## src/rtl/jaPkg.sv

```systemverilog
package jaPkg;
  // strobes from the loop control to the bit store
  typedef struct packed {
    logic wr;        // store the incoming bit
    logic rd;        // emit one bit
    logic fwd;       // emit the bit being written (store empty)
    logic recenter;  // reload pointers at half length
    logic deep;      // long buffer selected
  } bufCtl_t;

  localparam logic [1:0] LOC_TX = 2'b00;
  localparam logic [1:0] LOC_RX = 2'b01;
endpackage

```

## src/rtl/jaCtrl.sv

```systemverilog
module jaCtrl
  import jaPkg::*;
#(
  parameter int DEPTH_MAX = 64,
  parameter int ACC_W     = 16,
  parameter int NOM_INC   = 8192,
  parameter int GAIN_SH   = 8,
  parameter int SH_LOW    = 8,
  parameter int SH_HIGH   = 4,
  parameter int SH_GUARD  = 1,
  parameter int MARGIN    = 4
) (
  input  logic      clk,
  input  logic      rst_n,
  input  logic [1:0] loc,
  input  logic      deep,
  input  logic      lowCorner,
  input  logic      inStrobe,
  output bufCtl_t   ctl,
  output logic      errFlag
);
  localparam int FILL_W = $clog2(DEPTH_MAX) + 1;
  localparam int ERR_W  = FILL_W + 1;
  localparam int INC_W  = ACC_W + 2;

  logic [FILL_W-1:0] depth, half, fill;
  logic [2:0]        keyQ;
  logic [ACC_W-1:0]  acc;
  logic [ACC_W:0]    accSum;
  logic              wide, active, recenter;
  logic              wrReq, rdReq, ovf, unf, nearEdge, inWindow;
  logic signed [ERR_W-1:0] fillErr;
  logic [ERR_W-1:0]  absErr;
  logic [3:0]        shamt;
  logic signed [INC_W-1:0] errWide, corr, inc;

  always_comb begin
    depth    = deep ? FILL_W'(DEPTH_MAX) : FILL_W'(DEPTH_MAX / 2);
    half     = depth >> 1;
    active   = ~loc[1];
    recenter = ({deep, loc} != keyQ);
    fillErr  = $signed({1'b0, fill}) - $signed({1'b0, half});
    absErr   = fillErr[ERR_W-1] ? $unsigned(-fillErr) : $unsigned(fillErr);
    nearEdge = (fill <= FILL_W'(MARGIN)) || (fill >= depth - FILL_W'(MARGIN));
    inWindow = absErr < ERR_W'(depth >> 3);
    shamt    = wide ? 4'(SH_GUARD) : (lowCorner ? 4'(SH_LOW) : 4'(SH_HIGH));
    errWide  = INC_W'(fillErr);
    corr     = (errWide <<< GAIN_SH) >>> shamt;
    inc      = INC_W'(NOM_INC) + corr;
    accSum   = {1'b0, acc} + inc[ACC_W:0];
    rdReq    = accSum[ACC_W] & active & ~recenter;
    wrReq    = inStrobe & active & ~recenter;
    ovf      = wrReq & ~rdReq & (fill == depth);
    unf      = rdReq & ~wrReq & (fill == '0);
    ctl.wr       = wrReq & ~ovf;
    ctl.rd       = rdReq & ~unf;
    ctl.fwd      = ctl.wr & ctl.rd & (fill == '0);
    ctl.recenter = recenter;
    ctl.deep     = deep;
  end

  always_ff @(posedge clk) begin
    if (!rst_n || recenter) begin
      keyQ <= {deep, loc};
      fill <= half;
      acc  <= '0;
      wide <= 1'b0;
      if (!rst_n) errFlag <= 1'b0;
    end else begin
      acc  <= accSum[ACC_W-1:0];
      fill <= fill + FILL_W'(ctl.wr) - FILL_W'(ctl.rd);
      if (nearEdge)      wide <= 1'b1;
      else if (inWindow) wide <= 1'b0;
      errFlag <= errFlag | ovf | unf;
    end
  end

  a_r8_fill_bounded: assert property (@(posedge clk) disable iff (!rst_n)
    fill <= depth);
  a_r8_err_sticky: assert property (@(posedge clk) disable iff (!rst_n)
    errFlag |=> errFlag);
  a_r3_recentre_half: assert property (@(posedge clk) disable iff (!rst_n)
    recenter |=> (fill == $past(half)));
  a_r7_rate_positive: assert property (@(posedge clk) disable iff (!rst_n)
    inc > 0);
endmodule

```

## src/rtl/jaBuffer.sv

```systemverilog
module jaBuffer
  import jaPkg::*;
#(
  parameter int DEPTH_MAX = 64
) (
  input  logic    clk,
  input  logic    rst_n,
  input  bufCtl_t ctl,
  input  logic    inBit,
  output logic    outBit,
  output logic    outStrobe
);
  localparam int PTR_W = $clog2(DEPTH_MAX);

  logic [DEPTH_MAX-1:0] store;
  logic [PTR_W-1:0]     wPtr, rPtr, mask, halfPtr;

  always_comb begin
    mask    = ctl.deep ? PTR_W'(DEPTH_MAX - 1) : PTR_W'(DEPTH_MAX / 2 - 1);
    halfPtr = ctl.deep ? PTR_W'(DEPTH_MAX / 2) : PTR_W'(DEPTH_MAX / 4);
  end

  always_ff @(posedge clk) begin
    if (!rst_n || ctl.recenter) begin
      store     <= '0;
      wPtr      <= halfPtr;
      rPtr      <= '0;
      outBit    <= 1'b0;
      outStrobe <= 1'b0;
    end else begin
      outStrobe <= ctl.rd;
      if (ctl.wr) begin
        store[wPtr] <= inBit;
        wPtr        <= (wPtr + 1'b1) & mask;
      end
      if (ctl.rd) begin
        outBit <= ctl.fwd ? inBit : store[rPtr];
        rPtr   <= (rPtr + 1'b1) & mask;
      end
    end
  end

  a_r3_read_pulse: assert property (@(posedge clk) disable iff (!rst_n)
    (ctl.rd && !ctl.recenter) |=> outStrobe);
endmodule

```

## src/rtl/jitterSmoother.sv

```systemverilog
module jitterSmoother
  import jaPkg::*;
#(
  parameter int DEPTH_MAX = 64,
  parameter int ACC_W     = 16,
  parameter int NOM_INC   = 8192
) (
  input  logic       clk,
  input  logic       rst_n,
  input  logic [3:0] cfgWord,
  input  logic       fixedMode,
  input  logic       txDataIn,
  input  logic       txStrobeIn,
  input  logic       rxDataIn,
  input  logic       rxStrobeIn,
  output logic       txDataOut,
  output logic       txStrobeOut,
  output logic       rxDataOut,
  output logic       rxStrobeOut,
  output logic       slipErr
);
  bufCtl_t ctl;
  logic deep, lowCorner, onTx, onRx, inBit, inStrobe, bufBit, bufStrobe;

  always_comb begin
    deep      = ~fixedMode & ~cfgWord[3];
    lowCorner = fixedMode | ~cfgWord[2];
    onTx      = (cfgWord[1:0] == LOC_TX);
    onRx      = (cfgWord[1:0] == LOC_RX);
    inBit     = onRx ? rxDataIn   : txDataIn;
    inStrobe  = onRx ? rxStrobeIn : txStrobeIn;
    txDataOut   = onTx ? bufBit    : txDataIn;
    txStrobeOut = onTx ? bufStrobe : txStrobeIn;
    rxDataOut   = onRx ? bufBit    : rxDataIn;
    rxStrobeOut = onRx ? bufStrobe : rxStrobeIn;
  end

  jaCtrl #(.DEPTH_MAX(DEPTH_MAX), .ACC_W(ACC_W), .NOM_INC(NOM_INC)) u_ctrl (
    .clk(clk), .rst_n(rst_n), .loc(cfgWord[1:0]), .deep(deep),
    .lowCorner(lowCorner), .inStrobe(inStrobe), .ctl(ctl), .errFlag(slipErr)
  );

  jaBuffer #(.DEPTH_MAX(DEPTH_MAX)) u_buf (
    .clk(clk), .rst_n(rst_n), .ctl(ctl), .inBit(inBit),
    .outBit(bufBit), .outStrobe(bufStrobe)
  );

  a_r1_bypass_through: assert property (@(posedge clk) disable iff (!rst_n)
    cfgWord[1] |-> (txDataOut == txDataIn && rxDataOut == rxDataIn &&
                    txStrobeOut == txStrobeIn && rxStrobeOut == rxStrobeIn));
endmodule

```

## config.mk

```make
export PLATFORM = sky130hd
export DESIGN_NAME = jitterSmoother
export DESIGN_NICKNAME = d
export VERILOG_FILES = /design/src/rtl/jaPkg.sv /design/src/rtl/jaCtrl.sv /design/src/rtl/jaBuffer.sv /design/src/rtl/jitterSmoother.sv
export SDC_FILE = /design/constraint.sdc
export NUM_CORES = 1
export LEC_CHECK = 0
export BUFFER_PORTS_ARGS = -buffer_cell sky130_fd_sc_hd__clkbuf_2
export CORE_ASPECT_RATIO = 0.8
export CORE_MARGIN = 2
export CORE_UTILIZATION = 55
export DETAILED_ROUTE_END_ITERATION = 6
export GPL_ROUTABILITY_DRIVEN = 0
export GPL_TIMING_DRIVEN = 0
export PLACE_DENSITY_LB_ADDON = 0.2
export REMOVE_ABC_BUFFERS = 1
export SETUP_SLACK_MARGIN = 0.2
export SLEW_MARGIN = 20
export SYNTH_ARGS = -nofsm -noshare
export SYNTH_HDL_FRONTEND = slang
export SYNTH_SLANG_ARGS = --single-unit
export TNS_END_PERCENT = 30
```

## constraint.sdc

```tcl
create_clock -name clk -period 6 [get_ports clk]
set_input_delay 0.6 -clock clk [delete_from_list [all_inputs] [get_ports clk]]
set_output_delay 0.6 -clock clk [all_outputs]
set_load 0.02 [all_outputs]
```

; ---- Yosys cells after proc, flatten, opt, wreduce, memory -nomap -nowiden
; Cells that the tools add are included.
[op_classes]
addsub = 9
n_lt_le_gt_ge = 6
n_eq_ne = 4
shift = 1
n_mux = 25
bitwise = 27
reduce_logical = 8
[op_table]
columns = operator, count
row1 = 64-bit bitwise mux, 1
row2 = 6-bit two-way mux, 5
row3 = 15-bit by 17-bit adder with 17-bit output (first input constant), 1
row4 = 16-bit by 17-bit adder with 17-bit output, 1
row5 = 16-bit by 4-bit >>> shifter with 17-bit output, 1
row6 = 6-bit by 7-bit < comparator with 1-bit output (second input constant), 2
row7 = 1-bit AND, 13
row8 = 1-bit two-way mux, 13
row9 = 6-bit by 1-bit adder with 6-bit output (second input constant), 2
row10 = 6-bit AND, 2
row11 = 1-bit inverter, 9
row12 = 8-bit by 4-bit < comparator with 1-bit output, 1
row13 = 4-bit two-way mux, 2
row14 = 8-bit two-way mux, 1
row15 = 8-bit negation, 1
row16 = 7-bit by 6-bit subtractor with 8-bit output, 1
row17 = 7-bit by 1-bit adder with 7-bit output, 1
row18 = 7-bit == test, 1
row19 = 7-bit greater-or-equal comparator, 1
row20 = 7-bit by 3-bit <= comparator with 1-bit output (second input constant), 1
row21 = 7-bit logical NOT, 1
row22 = 7-bit two-way mux, 1
row23 = 7-bit by 1-bit subtractor with 7-bit output, 1
row24 = 7-bit by 3-bit subtractor with 7-bit output (second input constant), 1
row25 = other kinds (12), 16
[word_totals]
reg_bits = 106
input_bits = 11
out_inout_bits = 5
wordCells = 91

; ---- Depth between registers and ports, before layout
[depth]
ltp_word = 17
ltp_mapped = 26
mapped_depth_nobuf = 25

; ---- Hierarchy
; From an unflattened synthesis, not the netlist that was laid out.
[unflattened]
hier_cells = 767
area_unflattened_um2 = 6722.7
[modules_own_cells]
columns = mod, n_inst, cells_each, area_each_um2, seq_area_each_um2
row1 = jaBuffer, 1, 451, 3965.1, 1621.6
row2 = jaCtrl, 1, 305, 2641.3, 600.6
row3 = jitterSmoother, 1, 11, 116.4, 0.0

; ---- Worst setup path before layout
; Ideal clock, no wire load.
[synth_timing]
path_type = input to register
start = in cfgWord[3]
end = reg u_ctrl.fill[6]
setup_time_ps = 71
arrival_ps = 5729
required_time_ps = 5929
setup_slack_ps = 201
cell_stages = 24
path_buffers = 1
path_cell_list = or2_2 clkbuf_1 ha_1 inv_1 fa_1 mux2i_1 nor2_1 ha_1 ha_1 a2111oi_4 o21ai_2 a211o_1 a211oi_1 o31ai_1 ha_1 inv_1 ha_1 fa_1 nand2b_1 a21oi_1 o21bai_1 a21oi_1 or3_1 a21oi_1
[synth_between]
elab_chain_cells = 16
elab_cells_between_ends = 26
classes_between = 5 x add/sub / 2 x eq/ne / 1 x shift / 1 x mux / 16 x bitwise / 1 x reduce/logical
[synth_lines]
columns = element, line_no
row1 = "start, declared", jitterSmoother.sv:10  ; input logic [3:0] cfgWord,
row2 = 1-bit inverter *, jitterSmoother.sv:26  ; deep = ~fixedMode & ~cfgWord[3];
row3 = 1-bit AND *, jitterSmoother.sv:26
row4 = 7-bit two-way mux, jaCtrl.sv:38  ; depth = deep ? FILL_W'(DEPTH_MAX) : FILL_W'(DEPTH_MAX / 2);
row5 = 7-bit by 6-bit subtractor with 8-bit output, jaCtrl.sv:42  ; fillErr = $signed({1'b0, fill}) - $signed({1'b0, half});
row6 = 16-bit by 4-bit >>> shifter with 17-bit output, jaCtrl.sv:48  ; corr = (errWide <<< GAIN_SH) >>> shamt;
row7 = 15-bit by 17-bit adder with 17-bit output, jaCtrl.sv:49  ; inc = INC_W'(NOM_INC) + corr;
row8 = 16-bit by 17-bit adder with 17-bit output, jaCtrl.sv:50  ; accSum = {1'b0, acc} + inc[ACC_W:0];
row9 = 1-bit AND (2 in a row), jaCtrl.sv:51  ; rdReq = accSum[ACC_W] & active & ~recenter;
row10 = 1-bit inverter, jaCtrl.sv:53  ; ovf = wrReq & ~rdReq & (fill == depth);
row11 = 1-bit AND (2 in a row), jaCtrl.sv:53
row12 = 1-bit inverter, jaCtrl.sv:55  ; ctl.wr = wrReq & ~ovf;
row13 = 1-bit AND, jaCtrl.sv:55
row14 = 7-bit by 1-bit adder with 7-bit output, jaCtrl.sv:71  ; fill <= fill + FILL_W'(ctl.wr) - FILL_W'(ctl.rd);
row15 = 7-bit by 1-bit subtractor with 7-bit output, jaCtrl.sv:71
row16 = "end signal, assigned", jaCtrl.sv:65  ; fill <= half;
row17 = "end signal, assigned", jaCtrl.sv:71
row18 = "end, declared", jaCtrl.sv:26  ; logic [FILL_W-1:0] depth, half, fill;
; Mark *: on every way between the ends. The rest lies on a longest branch, timed or not.
; A chain may end at the register's enable or synchronous reset.

; ---- Worst setup path in the final report
[layout_timing]
start = in fixedMode
end = reg u_ctrl.fill[6]
[layout_between]
elab_chain_cells = 16
elab_cells_between_ends = 29
classes_between = 5 x add/sub / 2 x eq/ne / 1 x shift / 3 x mux / 17 x bitwise / 1 x reduce/logical
[layout_lines]
columns = element, line_no
row1 = "start, declared", jitterSmoother.sv:11  ; input logic fixedMode,
row2 = 1-bit inverter, jitterSmoother.sv:26
row3 = 1-bit AND, jitterSmoother.sv:26
row4 = 7-bit two-way mux, jaCtrl.sv:38
row5 = 7-bit by 6-bit subtractor with 8-bit output, jaCtrl.sv:42
row6 = 16-bit by 4-bit >>> shifter with 17-bit output, jaCtrl.sv:48
row7 = 15-bit by 17-bit adder with 17-bit output, jaCtrl.sv:49
row8 = 16-bit by 17-bit adder with 17-bit output, jaCtrl.sv:50
row9 = 1-bit AND (2 in a row), jaCtrl.sv:51
row10 = 1-bit inverter, jaCtrl.sv:53
row11 = 1-bit AND (2 in a row), jaCtrl.sv:53
row12 = 1-bit inverter, jaCtrl.sv:55
row13 = 1-bit AND, jaCtrl.sv:55
row14 = 7-bit by 1-bit adder with 7-bit output, jaCtrl.sv:71
row15 = 7-bit by 1-bit subtractor with 7-bit output, jaCtrl.sv:71
; Parallel ways exist; a longest one is shown, timed or not.

==> run summary <==
The deepest level of the CTS H-tree is 3. The worst hold margin is between 0.4 and 0.5 ns. The startpoint-to-endpoint class of the critical path is primary input to flip-flop. The clock-pin slew reported for the worst setup and hold paths after clock tree synthesis is ~0.070 ns. TritonCTS built the clock tree.

The initial antenna violation count is 0. The final layout contains 797 nets. The slew at the pin closest to its max-slew limit is ~1.1 ns. In the final layout, the share of cells above drive strength 1 is 0.159. The detailed-router iteration count before antenna repair came out at 5.

Sorting the synthesized cells by area gives the leading types as sky130_fd_sc_hd__dfxtp_1 28%, sky130_fd_sc_hd__mux2i_1 10%, sky130_fd_sc_hd__ha_1 9.4%, sky130_fd_sc_hd__o211ai_1 7.3%, sky130_fd_sc_hd__mux4_2 5.3%. The cell sitting at the root of the clock tree is a sky130_fd_sc_hd__clkbuf_16. Once detail routing completed, the nets flagged for antenna violations numbered 0. The clock network latency to the later pin of the worst-skew pair is between 0.3 and 0.4 ns. The total overflow left after global routing is 0. The max-capacitance violation count came out at 0. The worst register-to-register path has a setup slack of roughly 0.46 ns. After detailed routing, the number of remaining DRC violations is 0. The worst-case IR drop observed on VDD is 0.000149 V. The final setup violation count came out at 0.

The violation count after the first detailed-route iteration came out at roughly 420. The number of register bits inferred by synthesis is 106. The total wire length after detailed routing came out at roughly 16000 um.

The TritonCTS sink count is 106. The power per unit of standard cell area came out at around 230 mW/mm^2. sky130_fd_sc_hd__dfxtp_1 is the most common cell in the netlist.

The placed instance area is between 0.006 and 0.007 sq mm. The worst setup path is launched from a primary input. The endpoint identified for the worst register-to-register timing path is u_ctrl.fill[6]. The cell count of the worst reg-to-reg path came out at 25. The vertical die dimension is just over 100 um.

16 I/O pins were placed. STA classifies the critical path endpoint as a flip-flop. The run finished with clean final reports. The number of slew-limit violations in the final report came out at 0. The count of mapped cells out of synthesis is ~740. The number of hold-slack violations in the final timing report is 0.

Clock skew on the completed layout was measured at roughly 0.011 ns. The count of flip-flops with a built-in enable after synthesis is 10. The primary flip-flop cell chosen by synthesis mapping is sky130_fd_sc_hd__dfxtp_1. The number of antenna diodes in the final layout is 0. The die extent in x is around 130 um. The number of global-route vias before repair was 5371. Entering global routing, the biggest net connects 65 pins. The floorplan step defined a die boundary enclosing 0.0133 sq mm.

After synthesis, the most frequently instantiated cells are 96 x sky130_fd_sc_hd__dfxtp_1, 85 x sky130_fd_sc_hd__nand2_1, 70 x sky130_fd_sc_hd__mux2i_1. The signed area change from the synthesized netlist to the final layout is 11.2%. The total CTS buffers came out at 9.

The core area is 0.0121 sq mm. The design area is 0.00758 sq mm. The routed wirelength normalized by instance count is approximately 19 um. The placed wire-length estimate is 11200 um. The count of buffers inserted at the top-level ports came out at 15.

The timing-limited maximum frequency is 177 MHz. The worst path in the final design needs a cycle of 5.64 ns, including I/O delays and setup. The number of buffers inserted by hold repair at cts is 0. The global-route usage over all layers came out at 0.253.

The first global-routing pass estimated ~27000 um of wire. The headroom to the max-slew limit came out at 0.251. The type of the worst min-delay path is flip-flop to flip-flop. Setup repair after global routing left no endpoint under its margin.

Of all cell types, the one taking the most synthesized area is sky130_fd_sc_hd__dfxtp_1. The worst-path maximum fanout is 6. Dividing the synthesized area by the synthesized cell count gives roughly 9.3 sq um. The detail-routed via count per cell came out at about 6.4. The number of synthesis warnings is 0. Tracing the worst setup path back leads to its startpoint at fixedMode. No sink is reached through more buffers than the 2 on the longest clock path. The critical path arrival came out at a little under 6 ns. For this configuration, the core starts out at a cell density of 0.563.

The sequential cell area fraction in the yosys report came out at 0.326. Counting the fill cells in the layout gives 968. The area of the mapped netlist came out at just under 0.007 sq mm. The start of the worst register-to-register path is u_ctrl.fill[4]. Of the post-synthesis cell area, the dominant cell type holds 0.282. In the finished design, the share of the clock period the worst path needs comes to 0.940. In this run the worst setup path terminates at u_ctrl.fill[6]. The via total after detailed routing is between 5000 and 6000. The standby leakage power came out at 0.00326 uW. The proportion of register bits with asynchronous set or reset after synthesis is 0. The floorplan row count came out at 36. The distinct cell type count after synthesis came out at just under 60.

The required time of the critical path is 6.26 ns.
cell usage in the layout (no fill, tap or decap), types with 5 or more instances in the layout:
cell type,instances
sky130_fd_sc_hd__nand3_1,8
sky130_fd_sc_hd__and3_1,5
sky130_fd_sc_hd__nor2_1,34
sky130_fd_sc_hd__inv_1,31
sky130_fd_sc_hd__ha_1,48
sky130_fd_sc_hd__nand2_1,85
sky130_fd_sc_hd__buf_4,19
sky130_fd_sc_hd__mux2i_1,70
sky130_fd_sc_hd__a211oi_1,6
sky130_fd_sc_hd__a21oi_1,34
sky130_fd_sc_hd__a211o_1,5
sky130_fd_sc_hd__mux4_2,16
sky130_fd_sc_hd__nor3_1,12
sky130_fd_sc_hd__a21o_1,7
sky130_fd_sc_hd__xor2_1,10
sky130_fd_sc_hd__or2_2,6
sky130_fd_sc_hd__nor2b_1,6
sky130_fd_sc_hd__o211ai_1,66
sky130_fd_sc_hd__o21ai_0,17
sky130_fd_sc_hd__edfxtp_1,10
sky130_fd_sc_hd__a22oi_1,5
sky130_fd_sc_hd__xnor2_1,12
sky130_fd_sc_hd__clkbuf_2,14
sky130_fd_sc_hd__clkbuf_16,10
sky130_fd_sc_hd__and2_1,8
sky130_fd_sc_hd__dfxtp_1,95
metal layers:
metal	track usage	vias up	part of all wire
met5	0	-	0
met4	0.0730	0	0.022
met3	0.0413	32	0.052
met2	0.383	171	0.45
met1	0.374	2779	0.47
li1	-	2686	-
final cells by class:
type | instances | area [sq um] | share of cell area
Clock buffer | 11 | 264 | 0.0348
Clock inverter | 5 | 88.8 | 0.0117
Sequential cell | 106 | 2220 | 0.293
Inverter | 34 | 128 | 0.0168
Timing Repair Buffer | 39 | 299 | 0.0394
Tap cell | 152 | 190 | 0.0251
Multi-Input combinational cell | 542 | 4390 | 0.579
logic make-up (layout without fill, tap and decap cells):
group | Yosys count | in the layout | share of synthesized area
multiplexers | 90 | 90 | 0.162
buffers and inverters | 88 | 89 | 0.0512
adder cells (fa/ha/maj) | 54 | 54 | 0.102
AND/OR/NAND/NOR | 194 | 194 | 0.132
flip-flops | 106 | 106 | 0.326
AO/OA/AOI/OAI | 182 | 182 | 0.198
XOR/XNOR | 22 | 22 | 0.0283
through the flow:
| step | worst slack [ns] | total power (uW) | std cells | utilization | setup TNS [ns] |
|---|---|---|---|---|---|
| floorplan | 0.0720 | 931 | 682 | - | 0 |
| global placement | -2.85 | 982 | 849 | 0.566 | -243.52 |
| detailed placement | -0.635 | 1000 | 857 | 0.577 | -1.66 |
| CTS | 0.230 | 1710 | 876 | 0.613 | 0 |
| global route | 0.148 | 1790 | 889 | 0.626 | 0 |
| finish | 0.358 | 1720 | 889 | 0.626 | 0 |
repair_timing:
| action | 4_1_cts | 5_1_grt |
|---|---|---|
| setup endpoints to repair | 3 | 3 |
| pin swaps | 2 | 14 |
| resized for setup | 14 | 11 |
| gates cloned | 0 | 0 |
| setup buffers | 3 | 13 |
| hold endpoints to repair | 0 | 0 |
state kept, by name, summed over array words and instances (netlist names):
name and cells:
u_buf.store 64, u_ctrl.acc 16, u_ctrl.fill 7, u_buf.rPtr 6
u_buf.wPtr 6, u_ctrl.keyQ 3, u_buf.outBit 1, u_buf.outStrobe 1
u_ctrl.errFlag 1, u_ctrl.wide 1
critical path: stages:
cell and delay [ns]:
sky130_fd_sc_hd__buf_2 0.14, sky130_fd_sc_hd__or2_4 0.28, sky130_fd_sc_hd__ha_1 0.34, sky130_fd_sc_hd__a211o_4 0.37
sky130_fd_sc_hd__nor2_4 0.15, sky130_fd_sc_hd__a211oi_1 0.06, sky130_fd_sc_hd__a21oi_1 0.25, sky130_fd_sc_hd__ha_1 0.28
sky130_fd_sc_hd__ha_1 0.35, sky130_fd_sc_hd__and3_1 0.21, sky130_fd_sc_hd__o211a_1 0.19, sky130_fd_sc_hd__a211o_4 0.39
sky130_fd_sc_hd__a211oi_4 0.34, sky130_fd_sc_hd__o31ai_4 0.11, sky130_fd_sc_hd__ha_1 0.33, sky130_fd_sc_hd__inv_1 0.04
sky130_fd_sc_hd__ha_2 0.18, sky130_fd_sc_hd__fa_2 0.37, sky130_fd_sc_hd__nand2b_1 0.08, sky130_fd_sc_hd__a21oi_1 0.09
sky130_fd_sc_hd__o21bai_1 0.19, sky130_fd_sc_hd__a21oi_2 0.08, sky130_fd_sc_hd__or3_1 0.31, sky130_fd_sc_hd__a21oi_1 0.13
how the worst min path moves through the flow:
stage / cells past startpoint / to / start
floorplan: 2 / u_buf.store[10] / u_buf.store[10]
global placement: 2 / u_buf.store[21] / u_buf.store[21]
detailed placement: 2 / u_buf.store[34] / u_buf.store[34]
CTS: 2 / u_buf.store[34] / u_buf.store[34]
global route: 2 / u_buf.store[61] / u_buf.store[61]
finish: 2 / u_buf.store[53] / u_buf.store[53]
report_power, final:
group,switching (uW),total [uW],internal (uW)
clock,286,695,409
sequential,12.0,736,724
combinational,179,287,109
(Power assumes the default switching activity.)
